<file path="config.mk">
export PLATFORM = sky130hd
export DESIGN_NAME = nand_sector_ecc
export DESIGN_NICKNAME = d
export VERILOG_FILES = /design/src/rtl/nand_ecc_pkg.sv /design/src/rtl/nand_ecc_parity_acc.sv /design/src/rtl/nand_ecc_classify.sv /design/src/rtl/nand_sector_ecc.sv
export SDC_FILE = /design/constraint.sdc
export NUM_CORES = 1
export LEC_CHECK = 0
export BUFFER_PORTS_ARGS = -buffer_cell sky130_fd_sc_hd__clkbuf_2
export CAP_MARGIN = 5
export CORE_MARGIN = 8
export CORE_UTILIZATION = 54
export CTS_CLUSTER_SIZE = 24
export DETAILED_ROUTE_END_ITERATION = 10
export MAX_ROUTING_LAYER = met4
export PLACE_DENSITY_LB_ADDON = 0.2
export SYNTH_ARGS = -nofsm -noshare
export SYNTH_HDL_FRONTEND = slang
export SYNTH_SLANG_ARGS = --single-unit
export TNS_END_PERCENT = 50
</file>
<file path="constraint.sdc">
create_clock -name clk -period 2.1 [get_ports clk]
set_clock_uncertainty 0.15 [all_clocks]
set_input_delay 0.21 -clock clk [delete_from_list [all_inputs] [get_ports clk]]
set_output_delay 0.21 -clock clk [all_outputs]
set_load 0.01 [all_outputs]
</file>
<file path="src/rtl/nand_ecc_pkg.sv">
package nand_ecc_pkg;
  localparam int DATA_W     = 8;
  localparam int POS_W      = $clog2(DATA_W);
  localparam int BYTE_IDX_W = 9;
  localparam int HALF_W     = BYTE_IDX_W + POS_W;
  localparam int CODE_W     = 2 * HALF_W;
  localparam int CODE_BYTES = CODE_W / DATA_W;
  localparam int SEL_W      = $clog2(CODE_BYTES);

  typedef enum logic [1:0] {
    RES_CLEAN    = 2'd0,
    RES_DATA_FIX = 2'd1,
    RES_CODE_FIX = 2'd2,
    RES_FAIL     = 2'd3
  } res_kind_e;

  typedef enum logic [1:0] {
    ST_IDLE = 2'd0,
    ST_RUN  = 2'd1,
    ST_OUT  = 2'd2
  } run_state_e;

  // Data bits of a byte whose bit position has bit k equal to want.
  function automatic logic [DATA_W-1:0] pos_mask(input int k, input logic want);
    logic [DATA_W-1:0] m;
    for (int j = 0; j < DATA_W; j++) m[j] = (((j >> k) & 1) == 1) == want;
    return m;
  endfunction
endpackage

</file>
<file path="src/rtl/nand_ecc_parity_acc.sv">
module nand_ecc_parity_acc
  import nand_ecc_pkg::*;
(
  input  logic                  clk,
  input  logic                  rst_n,
  input  logic                  clear,
  input  logic                  step,
  input  logic                  restart,
  input  logic [BYTE_IDX_W-1:0] addr,
  input  logic [DATA_W-1:0]     data,
  output logic [CODE_W-1:0]     raw
);
  logic [HALF_W-1:0] hi_q, lo_q, hi_d, lo_d, hi_c, lo_c;
  logic              byte_par;

  assign byte_par = ^data;

  // Per-byte contribution: position parities in the low bits, address above.
  for (genvar k = 0; k < HALF_W; k++) begin : g_par
    if (k < POS_W) begin : g_pos
      assign hi_c[k] = ^(data & pos_mask(k, 1'b1));
      assign lo_c[k] = ^(data & pos_mask(k, 1'b0));
    end else begin : g_adr
      assign hi_c[k] = byte_par &  addr[k-POS_W];
      assign lo_c[k] = byte_par & ~addr[k-POS_W];
    end
  end

  always_comb begin
    hi_d = hi_q;
    lo_d = lo_q;
    if (clear) begin
      hi_d = '0;
      lo_d = '0;
    end else if (restart) begin
      hi_d = hi_c;
      lo_d = lo_c;
    end else if (step) begin
      hi_d = hi_q ^ hi_c;
      lo_d = lo_q ^ lo_c;
    end
  end

  always_ff @(posedge clk or negedge rst_n) begin
    if (!rst_n) begin
      hi_q <= '0;
      lo_q <= '0;
    end else if (clear || step) begin
      hi_q <= hi_d;
      lo_q <= lo_d;
    end
  end

  assign raw = {hi_q, lo_q};
endmodule

</file>
<file path="src/rtl/nand_ecc_classify.sv">
module nand_ecc_classify
  import nand_ecc_pkg::*;
#(
  parameter int SECTOR_BYTES = 512
) (
  input  logic                  clk,
  input  logic                  rst_n,
  input  logic                  chk_valid,
  input  logic [CODE_W-1:0]     chk_stored,
  input  logic [CODE_W-1:0]     chk_calc,
  output logic                  res_valid,
  output logic [1:0]            res_kind,
  output logic [BYTE_IDX_W-1:0] res_byte,
  output logic [POS_W-1:0]      res_bit
);
  localparam logic [BYTE_IDX_W:0] LIMIT = (BYTE_IDX_W+1)'(SECTOR_BYTES);

  logic [CODE_W-1:0]     diff;
  logic                  is_zero, is_compl, is_single, in_range;
  logic [BYTE_IDX_W-1:0] idx_byte, byte_d;
  logic [POS_W-1:0]      idx_bit, bit_d;
  res_kind_e             kind_d;

  assign diff      = chk_stored ^ chk_calc;
  assign is_zero   = (diff == '0);
  assign is_compl  = (diff[CODE_W-1:HALF_W] == ~diff[HALF_W-1:0]);
  assign is_single = !is_zero && ((diff & (diff - CODE_W'(1))) == '0);
  assign idx_byte  = diff[CODE_W-1 -: BYTE_IDX_W];
  assign idx_bit   = diff[HALF_W+POS_W-1:HALF_W];
  assign in_range  = ({1'b0, idx_byte} < LIMIT);

  always_comb begin
    kind_d = RES_FAIL;
    byte_d = '0;
    bit_d  = '0;
    if (is_zero) begin
      kind_d = RES_CLEAN;
    end else if (is_compl) begin
      if (in_range) begin
        kind_d = RES_DATA_FIX;
        byte_d = idx_byte;
        bit_d  = idx_bit;
      end
    end else if (is_single) begin
      kind_d = RES_CODE_FIX;
    end
  end

  always_ff @(posedge clk or negedge rst_n) begin
    if (!rst_n) begin
      res_valid <= 1'b0;
      res_kind  <= RES_CLEAN;
      res_byte  <= '0;
      res_bit   <= '0;
    end else begin
      res_valid <= chk_valid;
      if (chk_valid) begin
        res_kind <= kind_d;
        res_byte <= byte_d;
        res_bit  <= bit_d;
      end
    end
  end
endmodule

</file>
<file path="src/rtl/nand_sector_ecc.sv">
module nand_sector_ecc
  import nand_ecc_pkg::*;
#(
  parameter int SECTOR_BYTES = 512
) (
  input  logic        clk,
  input  logic        rst_n,
  input  logic        arm,
  input  logic        in_valid,
  output logic        in_ready,
  input  logic [7:0]  in_data,
  input  logic        in_sos,
  input  logic        in_eos,
  output logic        code_valid,
  input  logic        code_ready,
  output logic [7:0]  code_byte,
  output logic        code_last,
  input  logic        chk_valid,
  input  logic [23:0] chk_stored,
  input  logic [23:0] chk_calc,
  output logic        res_valid,
  output logic [1:0]  res_kind,
  output logic [8:0]  res_byte,
  output logic [2:0]  res_bit
);
  localparam logic [SEL_W-1:0] LAST_SEL = SEL_W'(CODE_BYTES - 1);

  logic [1:0]            rs_q;
  logic                  rst_l;
  run_state_e            state_q, state_d;
  logic [BYTE_IDX_W-1:0] cnt_q, cnt_d, acc_addr;
  logic [SEL_W-1:0]      sel_q, sel_d;
  logic                  accept, take, done_read, acc_clear;
  logic [CODE_W-1:0]     acc_raw, code_word;

  // Reset asserts at once and releases two clocks later.
  always_ff @(posedge clk or negedge rst_n) begin
    if (!rst_n) rs_q <= 2'b00;
    else        rs_q <= {rs_q[0], 1'b1};
  end
  assign rst_l = rs_q[1];

  assign in_ready   = (state_q == ST_RUN);
  assign code_valid = (state_q == ST_OUT);
  assign code_last  = code_valid && (sel_q == LAST_SEL);
  assign accept     = in_valid && in_ready;
  assign take       = code_valid && code_ready;
  assign done_read  = take && (sel_q == LAST_SEL);
  assign acc_clear  = ((state_q == ST_IDLE) && arm) || done_read;
  assign acc_addr   = in_sos ? '0 : cnt_q;

  always_comb begin
    state_d = state_q;
    case (state_q)
      ST_IDLE: if (arm)              state_d = ST_RUN;
      ST_RUN:  if (accept && in_eos) state_d = ST_OUT;
      ST_OUT:  if (done_read)        state_d = ST_IDLE;
      default:                       state_d = ST_IDLE;
    endcase
  end

  always_comb begin
    cnt_d = cnt_q;
    if (state_q == ST_IDLE) cnt_d = '0;
    else if (accept)        cnt_d = in_sos ? BYTE_IDX_W'(1) : cnt_q + BYTE_IDX_W'(1);
  end

  always_comb begin
    sel_d = sel_q;
    if (accept && in_eos) sel_d = '0;
    else if (take)        sel_d = sel_q + SEL_W'(1);
  end

  always_ff @(posedge clk or negedge rst_l) begin
    if (!rst_l) begin
      state_q <= ST_IDLE;
      cnt_q   <= '0;
      sel_q   <= '0;
    end else begin
      state_q <= state_d;
      cnt_q   <= cnt_d;
      sel_q   <= sel_d;
    end
  end

  nand_ecc_parity_acc u_acc (
    .clk     (clk),
    .rst_n   (rst_l),
    .clear   (acc_clear),
    .step    (accept),
    .restart (accept && in_sos),
    .addr    (acc_addr),
    .data    (in_data),
    .raw     (acc_raw)
  );

  assign code_word = ~acc_raw;

  always_comb begin
    case (sel_q)
      2'd0:    code_byte = code_word[7:0];
      2'd1:    code_byte = code_word[15:8];
      default: code_byte = code_word[23:16];
    endcase
  end

  nand_ecc_classify #(.SECTOR_BYTES(SECTOR_BYTES)) u_cls (
    .clk        (clk),
    .rst_n      (rst_l),
    .chk_valid  (chk_valid),
    .chk_stored (chk_stored),
    .chk_calc   (chk_calc),
    .res_valid  (res_valid),
    .res_kind   (res_kind),
    .res_byte   (res_byte),
    .res_bit    (res_bit)
  );
endmodule

</file>
==> impl_metrics.toml <==
[outcome]
status = "complete, no violations"

[floorplanning]
floorplan.initialDensity = 0.5635
dieArea_sq_um = 9532
ios = 90
die-width_um = 97.63
core_sq_um = 6386
rows = 29
dieHeight_um = 97.63

[critical_path]
cp_slowest_stage_delay_ns = 0.42
cp_num_buf_inv = 4
rrSetupSlack_ns = 0.26
crit_required_ns = 1.74
end_kind = "output pin"
cp.arrival_ns = 1.69
path_max_fanout = 5
critical_path.top_delay_family = "buffers and inverters"
critPathLaunchType = "flip-flop"
slowest_stage = "dfrtp_1"
crit_type = "flip-flop to output pin"
crit_chain = "inv_2 > ha_1 > inv_4 > buf_4 > o22ai_1 > o21bai_1 > clkbuf_2"

[grt]
overflow = 0
grt_pass1_vias = 3657
antenna_found_initial = 0
grt_pass1_wl_um = 16990
grt_usage = 0.2154
grt_max_degree = 47

[cells_and_area]
fin_nets = 617
fin_util = 0.7298
fill_cells = 515
mostFrequentLayoutCells = "clkbuf_2, buf_4, dfrtp_1"
design_area_sq_um = 4661
post_route_cells_drive_above_1_share = 0.3145
n_antenna_cell = 0
final_cells = 627
layout_commonest_cell = "clkbuf_2"
syn_to_final_growth_pct = 29.52

[sta]
final_period_minus_worst_setup_slack_ns = 2.050
report.final.setup_viol = 0
layout_setup_ws_ns = 0.05040
rsz0062_at_grt = "no"
relSlewSlack = 0.3621
post-route-period-util = 0.9760
maxSlewViolCount = 0
fmax_mhz = 487.9
final_hold_viol_count = 0
worst_pin_slew_ns = 0.9500

[detailed_routing]
met2_length_um = 5068
finalWirelength_um = 10210
drc_errors = 0
postRouteAntennaNets = 0
wire_per_inst_um = 16.29
wl_met1_um = 4497
drt_iter0_drc = 214
num_vias = 3603
viasPerCell = 5.746
highest_layer = "met4"
dr_wl_met3_um = 515
dr.pass1.iters = 4

[synth]
synth_cells = 414
ys_seq_area_frac = 0.3755
synth_fp_nets = 482
yosysTopAreaCell = "dfrtp_1"
synth-edff-count = 0
ys_seq_elements = 54
synth_top_area_share = 0.3755
synthTopCellsByArea = "dfrtp_1, xor2_1, xnor2_1"
synth_cell_types = 53
avgSynthCellArea_sq_um = 8.692
async_flop_share = 1.000
netlist_area_sq_um = 3598
synth_warnings = 0
ys.flop_type = "dfrtp_1"

[flow_run]
cap_violations = 0

[placement]
place_ws_ns = -0.1156
placed_cell_area_sq_um = 4471
placedCellCount = 613
hpwl_um = 7933
portBuffers = 89
gp_congestion = 0.8986

[clocking]
clk_pin_slew_worst_paths_ns = 0.10
cts_tree = "done"
h-tree-depth = 2
clock_sinks = 54
cts_buffer_depth = 2
insertion_delay_ns = 0.32
cts_root_buf = "clkbuf_8"
cts_buffers = 5

[power]
powerDensity_nw_per_um2 = 902.3
vdd_drop_max_mv = 0.7235
p_leak_nw = 2.232

[hold_path]
min_path_type = "input pin to flip-flop"
[sequential cells by signal (all words and copies together), names as in the netlist]
register and flops:
u_cls.res_kind 2, cnt_q 9, u_acc.hi_q 12, u_acc.lo_q 12, rs_q 2, u_cls.res_bit 3, sel_q 2, u_cls.res_valid 1
state_q 2, u_cls.res_byte 9
[cells by family (layout without fill, tap and decap cells)]
group                      after synthesis  count (layout)  share of synthesized area
muxes                                    2               2                   0.005564
buffers and inverters                   41             177                    0.04555
other                                    1               1                   0.001042
xor gates and xnor gates                53              53                     0.1394
AOI/OAI and AO/OA                      148             148                     0.2490
adders and majority gates                7               7                    0.02260
and+or+nand+nor                        108             108                     0.1613
DFF                                     54              54                     0.3755
[what timing repair did]
item | CTS | global route
hold endpoints to repair | 11 | 0
hold buffers | 5 | 0
gates resized for setup | 4 | 5
buffers inserted | 0 | 1
endpoints found under the setup margin | 8 | 8
[per-stage QoR]
stage           TNS, ns  hold WS (ns)  power, W
2_1_floorplan         0       -0.2356  0.002584
3_3_place_gp   -0.05726       -0.1537  0.003313
3_5_place_dp    -0.4207       -0.1537  0.003383
4_1_cts               0      0.008656  0.004188
5_1_grt               0       0.02935  0.004483
6_report              0       0.01539  0.004206
[metal layers]
layer | track usage | up-vias
met5 | - | -
met4 | 0.06061 | 0
met3 | 0.03414 | 13
met2 | 0.3544 | 127
met1 | 0.2664 | 1734
li1 | - | 1729
[area by class of cell]
| type | instances | area, sq um | share of cell area |
|---|---|---|---|
| tap | 77 | 96.34 | 0.02067 |
| sequential | 54 | 1353 | 0.2902 |
| inverter | 20 | 80.08 | 0.01718 |
| clock inverter | 2 | 38.79 | 0.008322 |
| clock buffer | 6 | 82.58 | 0.01772 |
| timing repair buffer | 149 | 920.9 | 0.1976 |
| multi-input combinational | 319 | 2090 | 0.4483 |
[synthesized netlist by cell type (all sizes together) (2+ instances only)]
| cell type | n |
|---|---|
| a22o | 3 |
| nand2 | 29 |
| a32o | 6 |
| mux2i | 2 |
| nand2b | 8 |
| dfrtp | 54 |
| clkbuf | 16 |
| xnor2 | 25 |
| a21oi | 27 |
| o21bai | 10 |
| a31oi | 5 |
| or2 | 3 |
| o22ai | 22 |
| inv | 18 |
| or3 | 2 |
| o21ai | 58 |
| and3 | 4 |
| nor3 | 5 |
| maj3 | 3 |
| nor2b | 13 |
| nand4 | 3 |
| nor4 | 7 |
| a22oi | 2 |
| nor2 | 22 |
| clkinv | 2 |
| ha | 4 |
| a21o | 10 |
| nand3 | 7 |
| xor2 | 28 |
| buf | 5 |
[power by group]
group	switching, W	internal, W
sequential	0.000167	0.00121
clock	0.000374	0.000393
combinational	0.00112	0.000939
[worst paths after layout]
path | end | startpoint | depth (start not counted)
min in group asynchronous | rs_q[1] | rst_n | 2
worst min register to register | u_acc.lo_q[5] | rs_q[1] | 1
worst max-delay path | code_byte[0] | sel_q[0] | 7
worst min-delay path | u_cls.res_bit[0] | chk_valid | 2
max in group asynchronous | u_cls.res_bit[0] | rs_q[1] | 1
worst max register to register | u_acc.hi_q[10] | state_q[1] | 6
Note: power is estimated with default switching activity, not from simulation.
